### src/rtl/circbuf_pkg.sv
package circbuf_pkg;
  localparam int unsigned DEF_MEM_DEPTH = 384;
  localparam int unsigned DEF_MAX_LOG2  = 8;
  localparam int unsigned DEF_NUM_FILT  = 4;
  // address ports computed each cycle: write, tap A, tap B
  localparam int unsigned NUM_PORTS     = 3;
  localparam int unsigned PORT_WR       = 0;
  localparam int unsigned PORT_TAP_A    = 1;
  localparam int unsigned PORT_TAP_B    = 2;
endpackage

### src/rtl/circbuf_cfg_regs.sv
module circbuf_cfg_regs #(
  parameter int unsigned NUM_FILT  = 4,
  parameter int unsigned MEM_DEPTH = 384,
  parameter int unsigned MAX_LOG2  = 8,
  parameter int unsigned SEL_W     = 2,
  parameter int unsigned ADDR_W    = 9,
  parameter int unsigned LOG2_W    = 4
) (
  input  logic              clk,
  input  logic              rst,
  input  logic              cfg_we,
  input  logic [SEL_W-1:0]  cfg_sel,
  input  logic [ADDR_W-1:0] cfg_base,
  input  logic [LOG2_W-1:0] cfg_log2,
  output logic [ADDR_W-1:0] base_o [NUM_FILT],
  output logic [LOG2_W-1:0] log2_o [NUM_FILT],
  output logic [NUM_FILT-1:0] err_o,
  output logic [NUM_FILT-1:0] clr_o
);
  logic [31:0] span;
  logic        bad_cfg;

  always_comb begin
    span    = 32'(cfg_base) + (32'd1 << cfg_log2);
    bad_cfg = (32'(cfg_log2) > 32'(MAX_LOG2)) || (span > 32'(MEM_DEPTH));
  end

  for (genvar f = 0; f < NUM_FILT; f++) begin : g_filt
    logic hit;
    assign hit      = cfg_we && (cfg_sel == SEL_W'(f));
    assign clr_o[f] = hit;

    always_ff @(posedge clk) begin
      if (rst) begin
        base_o[f] <= '0;
        log2_o[f] <= '0;
        err_o[f]  <= 1'b0;
      end else if (hit) begin
        base_o[f] <= cfg_base;
        log2_o[f] <= cfg_log2;
        err_o[f]  <= bad_cfg;
      end
    end
  end
endmodule

### src/rtl/circbuf_ptr_bank.sv
module circbuf_ptr_bank #(
  parameter int unsigned NUM_FILT = 4,
  parameter int unsigned PTR_W    = 8
) (
  input  logic                clk,
  input  logic                rst,
  input  logic [NUM_FILT-1:0] clr,
  input  logic [NUM_FILT-1:0] adv,
  output logic [PTR_W-1:0]    wp_o [NUM_FILT]
);
  for (genvar f = 0; f < NUM_FILT; f++) begin : g_ptr
    always_ff @(posedge clk) begin
      if (rst)          wp_o[f] <= '0;
      else if (clr[f])  wp_o[f] <= '0;
      else if (adv[f])  wp_o[f] <= wp_o[f] + PTR_W'(1);
    end
  end
endmodule

### src/rtl/circbuf_addr_calc.sv
module circbuf_addr_calc #(
  parameter int unsigned PTR_W  = 8,
  parameter int unsigned ADDR_W = 9,
  parameter int unsigned LOG2_W = 4
) (
  input  logic [ADDR_W-1:0] base,
  input  logic [LOG2_W-1:0] log2,
  input  logic [PTR_W-1:0]  ptr,
  output logic [ADDR_W-1:0] addr
);
  logic [PTR_W:0]   mask_wide;
  logic [PTR_W-1:0] offs;

  always_comb begin
    mask_wide = ((PTR_W+1)'(1) << log2) - (PTR_W+1)'(1);
    offs      = ptr & mask_wide[PTR_W-1:0];
    addr      = base + ADDR_W'(offs);
  end
endmodule

### src/rtl/circbuf_addr_gen.sv
module circbuf_addr_gen #(
  parameter int unsigned NUM_FILT  = circbuf_pkg::DEF_NUM_FILT,
  parameter int unsigned MEM_DEPTH = circbuf_pkg::DEF_MEM_DEPTH,
  parameter int unsigned MAX_LOG2  = circbuf_pkg::DEF_MAX_LOG2,
  localparam int unsigned SEL_W    = (NUM_FILT > 1) ? $clog2(NUM_FILT) : 1,
  localparam int unsigned ADDR_W   = $clog2(MEM_DEPTH),
  localparam int unsigned PTR_W    = MAX_LOG2,
  localparam int unsigned LOG2_W   = $clog2(MAX_LOG2 + 1)
) (
  input  logic                clk,
  input  logic                rst,
  input  logic                cfg_we,
  input  logic [SEL_W-1:0]    cfg_sel,
  input  logic [ADDR_W-1:0]   cfg_base,
  input  logic [LOG2_W-1:0]   cfg_log2,
  input  logic [SEL_W-1:0]    req_sel,
  input  logic                wr_req,
  input  logic                rd_req,
  input  logic [PTR_W-1:0]    tap_off_a,
  input  logic [PTR_W-1:0]    tap_off_b,
  output logic                wr_addr_valid,
  output logic [ADDR_W-1:0]   wr_addr,
  output logic                rd_addr_valid,
  output logic [ADDR_W-1:0]   rd_addr_a,
  output logic [ADDR_W-1:0]   rd_addr_b,
  output logic [NUM_FILT-1:0] err_vec
);
  import circbuf_pkg::*;

  logic [ADDR_W-1:0]   base_a [NUM_FILT];
  logic [LOG2_W-1:0]   log2_a [NUM_FILT];
  logic [NUM_FILT-1:0] err_a;
  logic [NUM_FILT-1:0] clr_a;
  logic [NUM_FILT-1:0] adv_a;
  logic [PTR_W-1:0]    wp_a [NUM_FILT];

  logic [ADDR_W-1:0]   base_sel;
  logic [LOG2_W-1:0]   log2_sel;
  logic [PTR_W-1:0]    wp_sel;
  logic                sel_ok;
  logic [PTR_W-1:0]    port_ptr  [NUM_PORTS];
  logic [ADDR_W-1:0]   port_addr [NUM_PORTS];

  circbuf_cfg_regs #(
    .NUM_FILT(NUM_FILT), .MEM_DEPTH(MEM_DEPTH), .MAX_LOG2(MAX_LOG2),
    .SEL_W(SEL_W), .ADDR_W(ADDR_W), .LOG2_W(LOG2_W)
  ) i_cfg (
    .clk(clk), .rst(rst), .cfg_we(cfg_we), .cfg_sel(cfg_sel),
    .cfg_base(cfg_base), .cfg_log2(cfg_log2),
    .base_o(base_a), .log2_o(log2_a), .err_o(err_a), .clr_o(clr_a)
  );

  circbuf_ptr_bank #(.NUM_FILT(NUM_FILT), .PTR_W(PTR_W)) i_ptr (
    .clk(clk), .rst(rst), .clr(clr_a), .adv(adv_a), .wp_o(wp_a)
  );

  always_comb begin
    base_sel = base_a[req_sel];
    log2_sel = log2_a[req_sel];
    wp_sel   = wp_a[req_sel];
    sel_ok   = !err_a[req_sel];
    port_ptr[PORT_WR]    = wp_sel;
    port_ptr[PORT_TAP_A] = wp_sel - tap_off_a;
    port_ptr[PORT_TAP_B] = wp_sel - tap_off_b;
  end

  for (genvar f = 0; f < NUM_FILT; f++) begin : g_adv
    assign adv_a[f] = wr_req && sel_ok && (req_sel == SEL_W'(f));
  end

  for (genvar p = 0; p < NUM_PORTS; p++) begin : g_port
    circbuf_addr_calc #(.PTR_W(PTR_W), .ADDR_W(ADDR_W), .LOG2_W(LOG2_W)) i_calc (
      .base(base_sel), .log2(log2_sel), .ptr(port_ptr[p]), .addr(port_addr[p])
    );
  end

  always_ff @(posedge clk) begin
    if (rst) begin
      wr_addr_valid <= 1'b0;
      rd_addr_valid <= 1'b0;
      wr_addr       <= '0;
      rd_addr_a     <= '0;
      rd_addr_b     <= '0;
    end else begin
      wr_addr_valid <= wr_req && sel_ok;
      rd_addr_valid <= rd_req && sel_ok;
      wr_addr       <= port_addr[PORT_WR];
      rd_addr_a     <= port_addr[PORT_TAP_A];
      rd_addr_b     <= port_addr[PORT_TAP_B];
    end
  end

  assign err_vec = err_a;
endmodule

### config.mk
export PLATFORM = sky130hd
export DESIGN_NAME = circbuf_addr_gen
export DESIGN_NICKNAME = d
export VERILOG_FILES = /design/src/rtl/circbuf_pkg.sv /design/src/rtl/circbuf_cfg_regs.sv /design/src/rtl/circbuf_ptr_bank.sv /design/src/rtl/circbuf_addr_calc.sv /design/src/rtl/circbuf_addr_gen.sv
export SDC_FILE = /design/constraint.sdc
export NUM_CORES = 1
export LEC_CHECK = 0
export ABC_AREA = 1
export BUFFER_PORTS_ARGS = -buffer_cell sky130_fd_sc_hd__buf_2
export CAP_MARGIN = 20
export CORE_ASPECT_RATIO = 1.2
export CORE_MARGIN = 5
export CORE_UTILIZATION = 46
export CTS_CLUSTER_DIAMETER = 40
export CTS_CLUSTER_SIZE = 10
export DETAILED_ROUTE_END_ITERATION = 8
export GPL_TIMING_DRIVEN = 0
export PLACE_DENSITY = 0.76
export SETUP_SLACK_MARGIN = 0.3
export SLEW_MARGIN = 20
export SYNTH_ARGS = -nofsm -noshare
export SYNTH_HDL_FRONTEND = slang
export SYNTH_SLANG_ARGS = --single-unit
### constraint.sdc
create_clock -name clk -period 8.2 [get_ports clk]
set_clock_uncertainty 0.2 [all_clocks]
set_input_delay 2.46 -clock clk [delete_from_list [all_inputs] [get_ports clk]]
set_output_delay 2.46 -clock clk [all_outputs]
set_load 0.1 [all_outputs]
[Yosys cells after proc, flatten, opt, wreduce, memory -nomap -nowiden]
Cells that the tools add are included.
Widths: inputs -> output; s select.
Cells by class
  reduce and logical (&&, ||, !) cells: 18
  $lt $le $gt $ge: 4
  eq/ne operators: 6
  shifts and indexed selects: 2
  add/sub/neg operators: 11
  muxes and demuxes: 11
  bitwise operators: 4
Operator list (number)
  $add 8x1->8 const B: 4
  $add 9x32->32: 1
  $gt 32x9->1 const B: 1
  $shl 1x4->32 const A: 1
  $add 9x8->9: 3
  $and 8x8->8: 3
  $bmux 9 s2: 1
  $mux 9: 2
  $bmux 8 s2: 1
  $mux 8: 2
  $sub 8x8->8: 2
  $logic_and 1x1->1: 10
  $bmux 4 s2: 1
  $eq 2x2->1 const B: 4
  $mux 4: 2
  $reduce_or 2->1: 4
  $shl 1x4->8 const A: 1
  $sub 8x2->8 const B: 1
  $eq 2x1->1 const B: 2
  $gt 4x4->1 const B: 1
  $logic_not 2->1: 2
  $ge 3x3->1 const B: 1
  $lt 2x3->1 const B: 1
  $not 2->3: 1
  other kinds (4): 4
Storage, ports and cells
  word-level logic and storage cells: 77
  flip-flop bits (word level): 117
  input bits: 38
  output and inout port bits: 33

[Longest topological paths before layout]
Gate-level depths: netlist of run 1.
  depth in word-level cells: 8
  mapped depth: 24
  gate-level depth less buffers: 23

[Cells and area by module]
A second synthesis of run 1 with hierarchy kept.
Second synthesis, totals
  cells, all modules: 1199
  area, all modules: 7912.6 sq um
Modules (own cells, without submodules)
  circbuf_cfg_regs: area an instance 2640.0 sq um, instances 1, sequential area each 1121.1 sq um, cells each 366
  circbuf_addr_gen: area an instance 2183.3 sq um, instances 1, sequential area each 580.6 sq um, cells each 317
  circbuf_addr_calc: area an instance 559.3 sq um, instances 3, sequential area each 0.0 sq um, cells each 106
  circbuf_ptr_bank: area an instance 1411.4 sq um, instances 1, sequential area each 640.6 sq um, cells each 198

[Least setup slack after synthesis of run 1]
OpenSTA, ideal clock, no wires.
  kind: in2reg
  start point: input port req_sel[0]
  end point: register rd_addr_b[7]
  arrival time: 5521 ps
  data required time: 7885 ps
  library setup time: 115 ps
  buffers on the path: 2
  stages: 24
  path slack: 2364 ps
  cell sequence: buf_4 > inv_1 > nand2_1 > clkbuf_1 > o21ai_0 > a221oi_1 > ha_1 > inv_1 > fa_1 > nand3_1 > nand3_1 > nand2_1 > nand2_1 > nand2_1 > nand2_1 > xor2_1 > a21oi_1 > ha_1 > inv_1 > o21ai_0 > a31oi_1 > nand3_1 > nand2_1 > nor2_1
On the way
  longest elaborated chain between the ends: 8
  elaborated cells between the ends (all ways): 15
  those cells by class: add/sub: 3; shift: 1; mux: 9; bitwise: 2
RTL lines
  start, declared: line circbuf_addr_gen.sv:16  | input logic [SEL_W-1:0] req_sel,
  $not 2->3 (implied by the code) *: line circbuf_addr_gen.sv:58, circbuf_addr_gen.sv:59, circbuf_addr_gen.sv:60
  $bmux 4 s2: line circbuf_addr_gen.sv:59  | log2_sel = log2_a[req_sel];
  $mux 4 (implied by the code) (2 in a row): line circbuf_addr_gen.sv:59
  $shl 1x4->8: line circbuf_addr_calc.sv:15  | mask_wide = ((PTR_W+1)'(1) << log2) - (PTR_W+1)'(1);
  $sub 8x2->8: line circbuf_addr_calc.sv:15
  $and 8x8->8: line circbuf_addr_calc.sv:16  | offs = ptr & mask_wide[PTR_W-1:0];
  $add 9x8->9 *: line circbuf_addr_calc.sv:17  | addr = base + ADDR_W'(offs);
  end signal, assigned: line circbuf_addr_gen.sv:89  | rd_addr_b <= port_addr[PORT_TAP_B];
  end, declared: line circbuf_addr_gen.sv:25  | output logic [ADDR_W-1:0] rd_addr_b,
Mark *: on every way between the ends. The rest lies on a longest branch, timed or not. The select of a mux whose other input is x is not followed.
A chain may end at the register's enable or synchronous reset.

[Final worst setup path of run 1]
  start point: input port req_sel[0]
  end point: register rd_addr_a[7]
On the way
  longest elaborated chain between the ends: 8
  elaborated cells between the ends (all ways): 15
  those cells by class: add/sub: 3; shift: 1; mux: 9; bitwise: 2
RTL lines
  $not 2->3 (implied by the code) *: line circbuf_addr_gen.sv:58, circbuf_addr_gen.sv:59, circbuf_addr_gen.sv:60
  $bmux 4 s2: line circbuf_addr_gen.sv:59
  $mux 4 (implied by the code) (2 in a row): line circbuf_addr_gen.sv:59
  $shl 1x4->8: line circbuf_addr_calc.sv:15
  $sub 8x2->8: line circbuf_addr_calc.sv:15
  $and 8x8->8: line circbuf_addr_calc.sv:16
  $add 9x8->9 *: line circbuf_addr_calc.sv:17
  end signal, assigned: line circbuf_addr_gen.sv:88  | rd_addr_a <= port_addr[PORT_TAP_A];
  end, declared: line circbuf_addr_gen.sv:24  | output logic [ADDR_W-1:0] rd_addr_a,
Marked as above.

==> results by stage, run 1 <==
Clock network:
- Once the clock tree was built, the resizer swapped 0 gates to a different size.
- After clock tree synthesis, the flow added hold-fix buffers numbering 0.
- The setup fix buffers added after clock tree synthesis is 0.
- The clock sink count is 117.
- In this run the clock root is driven by a sky130_fd_sc_hd__clkbuf_16.
- The TritonCTS clock tree is built.
- The number of clock buffers added by TritonCTS is 17.
- Clock-pin slew was measured on the worst setup and hold paths at 0.06 ns.
- The number of H-tree branching levels is 4.
- The clock passes through at most 2 buffers.
- The clock latency reported for the late side of the worst-skew pair is 0.43 ns.

Worst hold path:
- The class of the tightest hold or removal check is reg -> reg.

Placed design:
- Summed over all nets, the half-perimeter wirelength after detailed placement is 14,700 µm.
- At the end of routability-driven placement, the weighted congestion stood at 0.913.
- During placement, the flow inserted port buffers numbering 69.
- After detailed placement, the total cell area comes to ~0.0076 mm².
- In this run, placement finished with an instance count of approximately 1,300.

GRT:
- The total global-route track usage is a little over a fifth.
- The number of antenna violations at the first check in global routing was 0.
- Entering global routing, the biggest net connects 17 pins.
- The final global-route overflow total is 0.
- The first global-routing pass estimated 31,600 µm of wire.
- The number of global-route vias before repair is 6,733.

Critical path:
- The launching element type of the critical path is an input port.
- The worst setup path is captured at a flop.
- The standard cell with the maximum stage delay on the critical path is sky130_fd_sc_hd__a221oi_1.
- Walking the worst path, the cells encountered are buf_4 > inv_1 > nand2_1 > clkbuf_1 > o21ai_0 > a221oi_1 > ha_1 > inv_1 > fa_1 > nand3_1 > nand3_1 > nand2_1 > a21oi_1 > o21ai_0 > nand2_1 > a21oi_1 > ha_1 > inv_1 > o21ai_0 > a31oi_1 > nand3_1 > nand2_1 > nor2_1.
- The cell repeated most along the worst path is sky130_fd_sc_hd__nand2_1.
- Data on the critical path arrives at its endpoint at 6.73 ns.
- Data on the critical path is required at its endpoint by about 8.3 ns.
- In this run the worst path has a maximum fanout of 10.
- The category of the most critical setup path is in -> reg.
- The largest incremental delay on the critical path is a little over 0.6 ns.

Power and ir drop:
- Overall power consumption after layout is estimated at 1.69 mW.
- The register share of total power is between 30% and 40%.
- The power dissipated by switching net loads is about 0.52 mW.
- The maximum ir drop on the vdd rail is 0.000116 V.
- The combinational share of power is 16.6%.
- The proportion of total power due to net switching is 30.8%.
- The cell area power density is 205 mW/mm².
- The internal power contribution is 1.17 mW.
- The proportion of power drawn by the clock network is between 40% and 50%.
- For this design the static power due to leakage is 3.91 nW.

STA:
- Setup repair after global routing left no endpoint under its margin.
- The total negative slack for setup checks is 0 ns.
- Dividing the final minimum period by the clock period gives 80.7%.
- The highest achievable clock rate is about 150 MHz.
- The max-slew violation count is 0.
- The final-report hold violation count is 0.
- Setup violations remaining at the end of the flow were counted as 0.
- For the pin with the worst max-slew slack, the measured transition is 0.814 ns.
- Measured against its own limit, the worst slew margin works out to 45.7%.
- The time the final worst path needs with I/O delays and setup is 6.62 ns.

Routing:
- In the final routed layout, each cell accounts on average for roughly 15 µm.
- After detailed routing, the number of vias per cell comes to 5.33.
- The detailed router finished its first iteration with 710 violations.
- In this run the remaining antenna-violating nets after routing total 0.
- The post-detailed-route DRC marker count is 0.
- The length of the first detailed-routing pass in iterations is 5.
- The total wire length is about 20,000 µm.
- The routed layout has 7,088 vias.

Finish:
- Once layout is complete, the cells apart from fillers number 1,330.
- The count of nets after finishing is about 1,200.
- The library cell used most frequently in the layout, excluding fill and tap cells, is sky130_fd_sc_hd__nand2_1.
- The fraction of final layout cells with drive strength greater than 1 is 10.1%.
- After routing the design area is 0.00828 mm².
- The repair_antennas step left the layout with diodes totalling 0.
- In the layout the commonest cells are 252 x sky130_fd_sc_hd__nand2_1, 156 x sky130_fd_sc_hd__inv_1, 117 x sky130_fd_sc_hd__dfxtp_1.
- Relative to the synthesized area, the layout overhead comes to 17.7%.
- The final standard cell utilization of the core is between 50% and 60%.

Status:
- The run finished with clean final reports.

Synth:
- The main flop type after synthesis is sky130_fd_sc_hd__dfxtp_1.
- The synthesized design contains 117 register bits.
- The cell area after synthesis is 0.00703 mm².
- The number of enable flip-flop cells after synthesis is 0.
- The cell taking the most area after synthesis is sky130_fd_sc_hd__dfxtp_1.
- During synthesis, Yosys emitted a total of 0 warnings.
- Counting flops with an async set or reset pin after synthesis yields a share of 0%.
- Of the post-synthesis cell area, the dominant cell type holds 33.3%.
- After synthesis, flip-flops and latches occupy 33.3% of the total area.
- By area the synthesized netlist is led by sky130_fd_sc_hd__dfxtp_1 33%, sky130_fd_sc_hd__nand2_1 13%, sky130_fd_sc_hd__ha_1 9.2%.
- The number of different library cells used by synthesis comes to 35.
- The net count after synthesis is 1,121.
- The average instance in the mapped netlist occupies 6.86 µm².
- Counting every instance in the synthesized netlist gives 1,025.

Floorplan:
- Row generation in the floorplan step produced 49 rows.
- The effective utilization at floorplan is 46.8%.
- Measured along the x axis, the die boundary spans 123 µm.
- In this run the count of I/O pins placed on the die edge is 71.
- The placeable core region is 0.0150 mm².
- The die area is 0.0179 mm².
- The die height is about 150 µm.

Run:
- The number of violations of the max-capacitance limit is 0.
[per-stage QoR]
| stage | hold slack, ns | setup slack [ns] |
|---|---|---|
| floorplan | 0.228 | 2.36 |
| global placement | 0.238 | 1.39 |
| detailed placement | 0.246 | 1.37 |
| CTS | 0.261 | 1.71 |
| global route | 0.288 | 1.29 |
| finish | 0.263 | 1.58 |
[registers in the layout (all words and copies together) (netlist names)]
name	count
rd_addr_valid	1
rd_addr_a	9
i_cfg.log2_o	16
wr_addr_valid	1
rd_addr_b	9
i_ptr.wp_o	32
i_cfg.err_o	4
wr_addr	9
i_cfg.base_o	36
[worst paths after layout]
| kind | from | end | slack (ns) | cells past startpoint |
|---|---|---|---|---|
| min | i_cfg.log2_o[5]$_SDFFE_PP0P_ | i_cfg.log2_o[5]$_SDFFE_PP0P_ | 0.26 | 2 |
| min reg2reg | i_cfg.log2_o[5]$_SDFFE_PP0P_ | i_cfg.log2_o[5]$_SDFFE_PP0P_ | 0.26 | 2 |
| max reg2reg | i_ptr.wp_o[8]$_SDFFE_PP0P_ | rd_addr_a[7]$_SDFF_PP0_ | 4.08 | 20 |
| max | req_sel[0] | rd_addr_a[7]$_SDFF_PP0_ | 1.58 | 23 |
[power groups by stage]
stage	clock (mW)	combinational [mW]	sequential, mW
floorplan	0	0.128	0.693
global route	0.838	0.306	0.600
finish	0.815	0.282	0.598
global placement	0	0.273	0.610
detailed placement	0	0.277	0.610
CTS	0.812	0.279	0.598
[synth_stat cells (all sizes together) (5+ instances only)]
cell type,n
clkbuf,18
clkinv,5
xnor2,11
a21oi,87
inv,157
a22oi,13
nand4,11
nand3,54
o221ai,8
nor2,83
ha,52
o22ai,32
fa,6
nand2,254
o21ai,54
a31oi,8
xor2,15
nor3,20
dfxtp,117
[critical path: cells and delay by family]
kind	cells	cell delay, ns
AO/OA/AOI/OAI	7	1.61
AND/OR/NAND/NOR	8	0.74
buffers and inverters	5	0.94
adder cells (fa/ha/maj)	3	0.98
[layer usage]
layer  track usage (%)  part of all wire, %
met5                 0                    0
met2              37.6                   48
met4              9.13                  3.6
met3              3.42                  6.1
met1              27.1                   42
[cells by family (layout without fill, tap and decap cells)]
family | Yosys count | in the layout | share of synthesized area [%]
buffers and inverters | 182 | 283 | 9.82
adder cells (fa/ha/maj) | 58 | 58 | 11.0
AND/OR/NAND/NOR | 427 | 427 | 25.2
XOR/XNOR | 26 | 26 | 3.24
AO/OA/AOI/OAI | 215 | 215 | 17.5
flip-flops | 117 | 117 | 33.3
[final cells by class]
cell class	count	area (µm²)
Clock inverter	15	218
Tap cell	204	255
Fill cell	1424	6740
Multi-Input combinational cell	726	4000
Sequential cell	117	2340
Timing Repair Buffer	69	345
Clock buffer	17	425
Buffer	20	82.6
Inverter	162	608
(Power assumes the default switching activity.)
==> inputs of run 2 (changes only) <==
--- a/config.mk
+++ b/config.mk
@@ -5,7 +5,7 @@
 export SDC_FILE = /design/constraint.sdc
 export NUM_CORES = 1
 export LEC_CHECK = 0
-export ABC_AREA = 1
+export ABC_AREA = 0
 export BUFFER_PORTS_ARGS = -buffer_cell sky130_fd_sc_hd__buf_2
 export CAP_MARGIN = 20
 export CORE_ASPECT_RATIO = 1.2
==> constraint.sdc (replaced) <==
create_clock -name clk -period 6.91 [get_ports clk]
set_clock_uncertainty 0.2 [all_clocks]
set_input_delay 2.073 -clock clk [delete_from_list [all_inputs] [get_ports clk]]
set_output_delay 2.073 -clock clk [all_outputs]
set_load 0.1 [all_outputs]
==> results by stage, run 2 <==
STA:
- For the finished layout, the period the worst path requires is between 6 and 7 ns.
- The max-slew violation count is 0.
- Headroom to the max-slew limit came out at 52.5%.
- The final-report hold violation count is 0.
- The total negative slack for setup checks is 0 ns.
- The final count of negative-setup-slack endpoints is 0.
- Setup slack on the critical path of the routed design comes to 0.801 ns.
- Setup repair after global routing left no endpoint under its margin.
- The actual slew at the worst max-slew pin is 0.708 ns.
- Timing would allow up to between 150 and 200 MHz.
- The post-route clock period utilization is 88.4%.

Critical path:
- The launch point of the worst reg-to-reg path is i_cfg.log2_o[3]$_SDFFE_PP0P_.
- In this design, the critical path's most frequently occurring cell is sky130_fd_sc_hd__a21oi_1.
- On the critical path, the stage with the largest delay is an instance of sky130_fd_sc_hd__clkbuf_1.
- The worst register-to-register path ends at wr_addr[7]$_SDFF_PP0_.
- The logic depth of the worst setup path including buffers is 19.
- On the worst path, the slowest cell contributes a delay of between 0.5 and 0.6 ns.
- The maximum fanout along the worst path is 10.
- The buffers plus inverters on the worst setup path is 5.
- The critical path ends at rd_addr_b[8]$_SDFF_PP0_.
- The worst setup path is launched from an input port.
- The worst setup path is captured at a flop.
- Traced cell by cell, the critical path runs through buf_2 > buf_4 > clkbuf_1 > mux4_2 > inv_1 > ha_1 > inv_1 > fa_1 > a21o_1 > a21oi_1 > o21bai_1 > a21oi_1 > xnor2_1 > nor2b_1 > ha_1 > or2_2 > a21oi_1 > a21oi_1 > mux2i_1.
- The register-to-register setup slack is 2.86 ns.
- The most critical setup path has its startpoint at req_sel[1].
- The critical path data required time is 7.00 ns.
- Measured in cells, the most critical reg-to-reg path has a length of 15.
- Broken down by cell family, the worst path's largest delay share belongs to buffers and inverters.
- The critical path is of the in -> reg type.
- The critical path data arrival time is 6.20 ns.

Clock network:
- Clock-pin slew was measured on the worst setup and hold paths at 0.06 ns.
- The TritonCTS clock tree is built.
- The H-tree generated during clock tree synthesis spans 4 levels.
- The quantity of gates resized following cts is 0.
- The clock sink count is 117.
- Counting along the longest clock path gives a buffer depth of 2.
- Buffers inserted to repair hold after CTS numbered 0.
- CTS placed an instance of sky130_fd_sc_hd__clkbuf_16 at the clock tree root.
- The clock reaches the later pin of the worst-skew pair after around 0.42 ns.
- Buffers inserted during clock tree synthesis total 17.
- The setup fix buffers added after clock tree synthesis is 0.

Status:
- The flow ran to the end, and the final reports show no timing, DRC or antenna violations.

Floorplan:
- The floorplan step set the die height to 142 µm.
- The die area is 0.0171 mm².
- Once the floorplan was initialized, standard cells occupied between 40% and 50% of the core.
- The die extent in x is around 120 µm.
- The number of top-level pins is 71.
- In this run the core area contains 48 standard-cell rows.
- The total area inside the core boundary comes to 0.0144 mm².

Finish:
- The library cells used most frequently in the layout, excluding fill and tap cells, are 117 x sky130_fd_sc_hd__dfxtp_1, 79 x sky130_fd_sc_hd__nor2_1, 72 x sky130_fd_sc_hd__buf_2.
- In the final layout, flip-flops and latches occupy between 0.002 and 0.0025 mm².
- More flip-flops sit in one register than any other, and that register is i_cfg.base_o.
- The number of filler instances in the final layout is 1,268.
- The area taken by multi-input logic gates is 0.00406 mm².
- For this run, the post-layout net count is 876.
- The number of flip-flops under the largest register name is 36.
- The final standard cell utilization of the core is 54.7%.
- In the final layout, the registers with the most flip-flops are i_cfg.base_o x36, i_ptr.wp_o x32, i_cfg.log2_o x16.
- The area added between synthesis and finish is 17.3%.
- Leaving out fill and tap cells, the most frequent cell in the layout is sky130_fd_sc_hd__dfxtp_1.
- The fraction of final layout cells with drive strength greater than 1 is 17.4%.
- The repair_antennas step left the layout with diodes totalling 0.

Routing:
- The detailed-route via count is 5,455.
- For this run, design rule violations remaining after detail routing come to 0.
- The first routing iteration left 334 violations.
- The length of the first detailed-routing pass in iterations is 5.
- The count of nets left with antenna violations once routing finished came out at 0.
- Dividing the detail-routed wire length by the instance count gives 16.4 µm.
- The via-per-instance ratio is 5.64.
- After detailed routing, the total wire length is between 15,000 and 20,000 µm.

Synth:
- The cell count after synthesis came out at roughly 700.
- The most instantiated library cell after synthesis is sky130_fd_sc_hd__dfxtp_1.
- The synthesized design contains roughly 120 register bits.
- The number of warnings reported in the yosys synthesis log is 0.
- When the netlist entered floorplanning its net count stood at between 700 and 800.
- The sequential-to-total area share from yosys stat is 35.0%.
- Ranked by total cell area, the synthesized netlist is headed by sky130_fd_sc_hd__dfxtp_1 35%, sky130_fd_sc_hd__ha_1 9.7%, sky130_fd_sc_hd__a22o_1 6.8%.
- The main flop type after synthesis is sky130_fd_sc_hd__dfxtp_1.
- In this run, distinct cell masters in the synthesized netlist total 57.
- The number of enable flip-flop cells after synthesis is 0.
- The largest total area in the synthesized netlist belongs to sky130_fd_sc_hd__dfxtp_1.
- The share of the synthesized area in the top cell type is between 30% and 40%.
- For this run, asynchronously set or reset flops after synthesis account for 0%.
- The per-instance average area after synthesis is 9.62 µm².
- The cell area after synthesis is 0.00669 mm².
- In the synthesized netlist, the cells that appear most often are 117 x sky130_fd_sc_hd__dfxtp_1, 79 x sky130_fd_sc_hd__nor2_1, 52 x sky130_fd_sc_hd__a22o_1, 52 x sky130_fd_sc_hd__ha_1, 37 x sky130_fd_sc_hd__xor2_1.

Run:
- Across the run, the number of max-cap violations was 0.

GRT:
- Entering global routing, the biggest net connects 17 pins.
- The total global-route track usage is 19.2%.
- The number of antenna violations at the first check in global routing is 0.
- The number of global-route vias before repair is 5,216.
- The first global-routing pass estimated 26,000 µm of wire.
- Global routing finished with a remaining overflow of 0.

Power and ir drop:
- Summed over all cells, the static leakage comes to 3.40 nW.
- The maximum ir drop on the vdd rail is 0.000183 V.
- The cell area power density is around 240 mW/mm².

Placed design:
- Prior to clock tree synthesis, the placed netlist has a worst setup slack of 0.402 ns.
- The half-perimeter wire length after placement is 12,100 µm.
- Routability-driven placement finished with a final weighted congestion of 0.883.
- Port buffering added between 60 and 70 buffers.

Worst hold path:
- The min-delay analysis places its worst path in the category reg -> reg.
-- run 2: metal layers --
| metal | GRT usage, % | share of wire (%) |
|---|---|---|
| met4 | 8.62 | 2.9 |
| met5 | 0 | 0 |
| met3 | 4.10 | 5.3 |
| met1 | 23.4 | 43 |
| met2 | 32.5 | 48 |
-- run 2: stage by stage --
step / hold WS, ns / power (mW) / instances / instance area [µm²]
6_report: 0.270 / 1.90 / 968 / 7850
5_1_grt: 0.286 / 1.98 / 968 / 7850
4_1_cts: 0.272 / 1.91 / 968 / 7850
3_5_place_dp: 0.259 / 1.01 / 936 / 7240
3_3_place_gp: 0.255 / 1.00 / 936 / 7240
2_1_floorplan: 0.241 / 0.944 / 695 / 6690
-- run 2: how the worst min path moves through the flow --
stage                                       start                       endpoint  slack, ns  cells past startpoint
floorplan           i_cfg.base_o[26]$_SDFFE_PP0P_  i_cfg.base_o[26]$_SDFFE_PP0P_       0.24                      1
detailed placement  i_cfg.base_o[26]$_SDFFE_PP0P_  i_cfg.base_o[26]$_SDFFE_PP0P_       0.26                      1
finish              i_cfg.base_o[26]$_SDFFE_PP0P_  i_cfg.base_o[26]$_SDFFE_PP0P_       0.27                      1
CTS                 i_cfg.base_o[26]$_SDFFE_PP0P_  i_cfg.base_o[26]$_SDFFE_PP0P_       0.27                      1
global placement    i_cfg.base_o[26]$_SDFFE_PP0P_  i_cfg.base_o[26]$_SDFFE_PP0P_       0.25                      1
global route        i_cfg.base_o[24]$_SDFFE_PP0P_  i_cfg.base_o[24]$_SDFFE_PP0P_       0.29                      1
-- run 2: cells by family (layout without fill, tap and decap cells) --
group | Yosys count | after routing | share of synthesized area, %
simple gates | 220 | 220 | 17.3
compound gates | 148 | 148 | 15.7
flops | 117 | 117 | 35.0
buf+inv | 66 | 164 | 4.23
fa+ha+maj | 58 | 58 | 11.5
xor+xnor | 56 | 56 | 7.33
mux | 30 | 30 | 8.94
-- run 2: area by class of cell --
type | instances | share of cell area [%]
Sequential cell | 117 | 29.9
Multi-Input combinational cell | 512 | 51.8
Clock buffer | 18 | 5.47
Clock inverter | 14 | 2.26
Timing Repair Buffer | 66 | 4.21
Buffer | 30 | 1.88
Tap cell | 175 | 2.79
Inverter | 36 | 1.72
-- run 2: power by group --
group	internal (mW)	total (mW)	switching, mW	leakage [nW]
combinational	0.0904	0.287	0.196	2.17
sequential	0.698	0.709	0.0116	0.949
clock	0.570	0.906	0.336	0.284
total	1.36	1.90	0.544	3.40
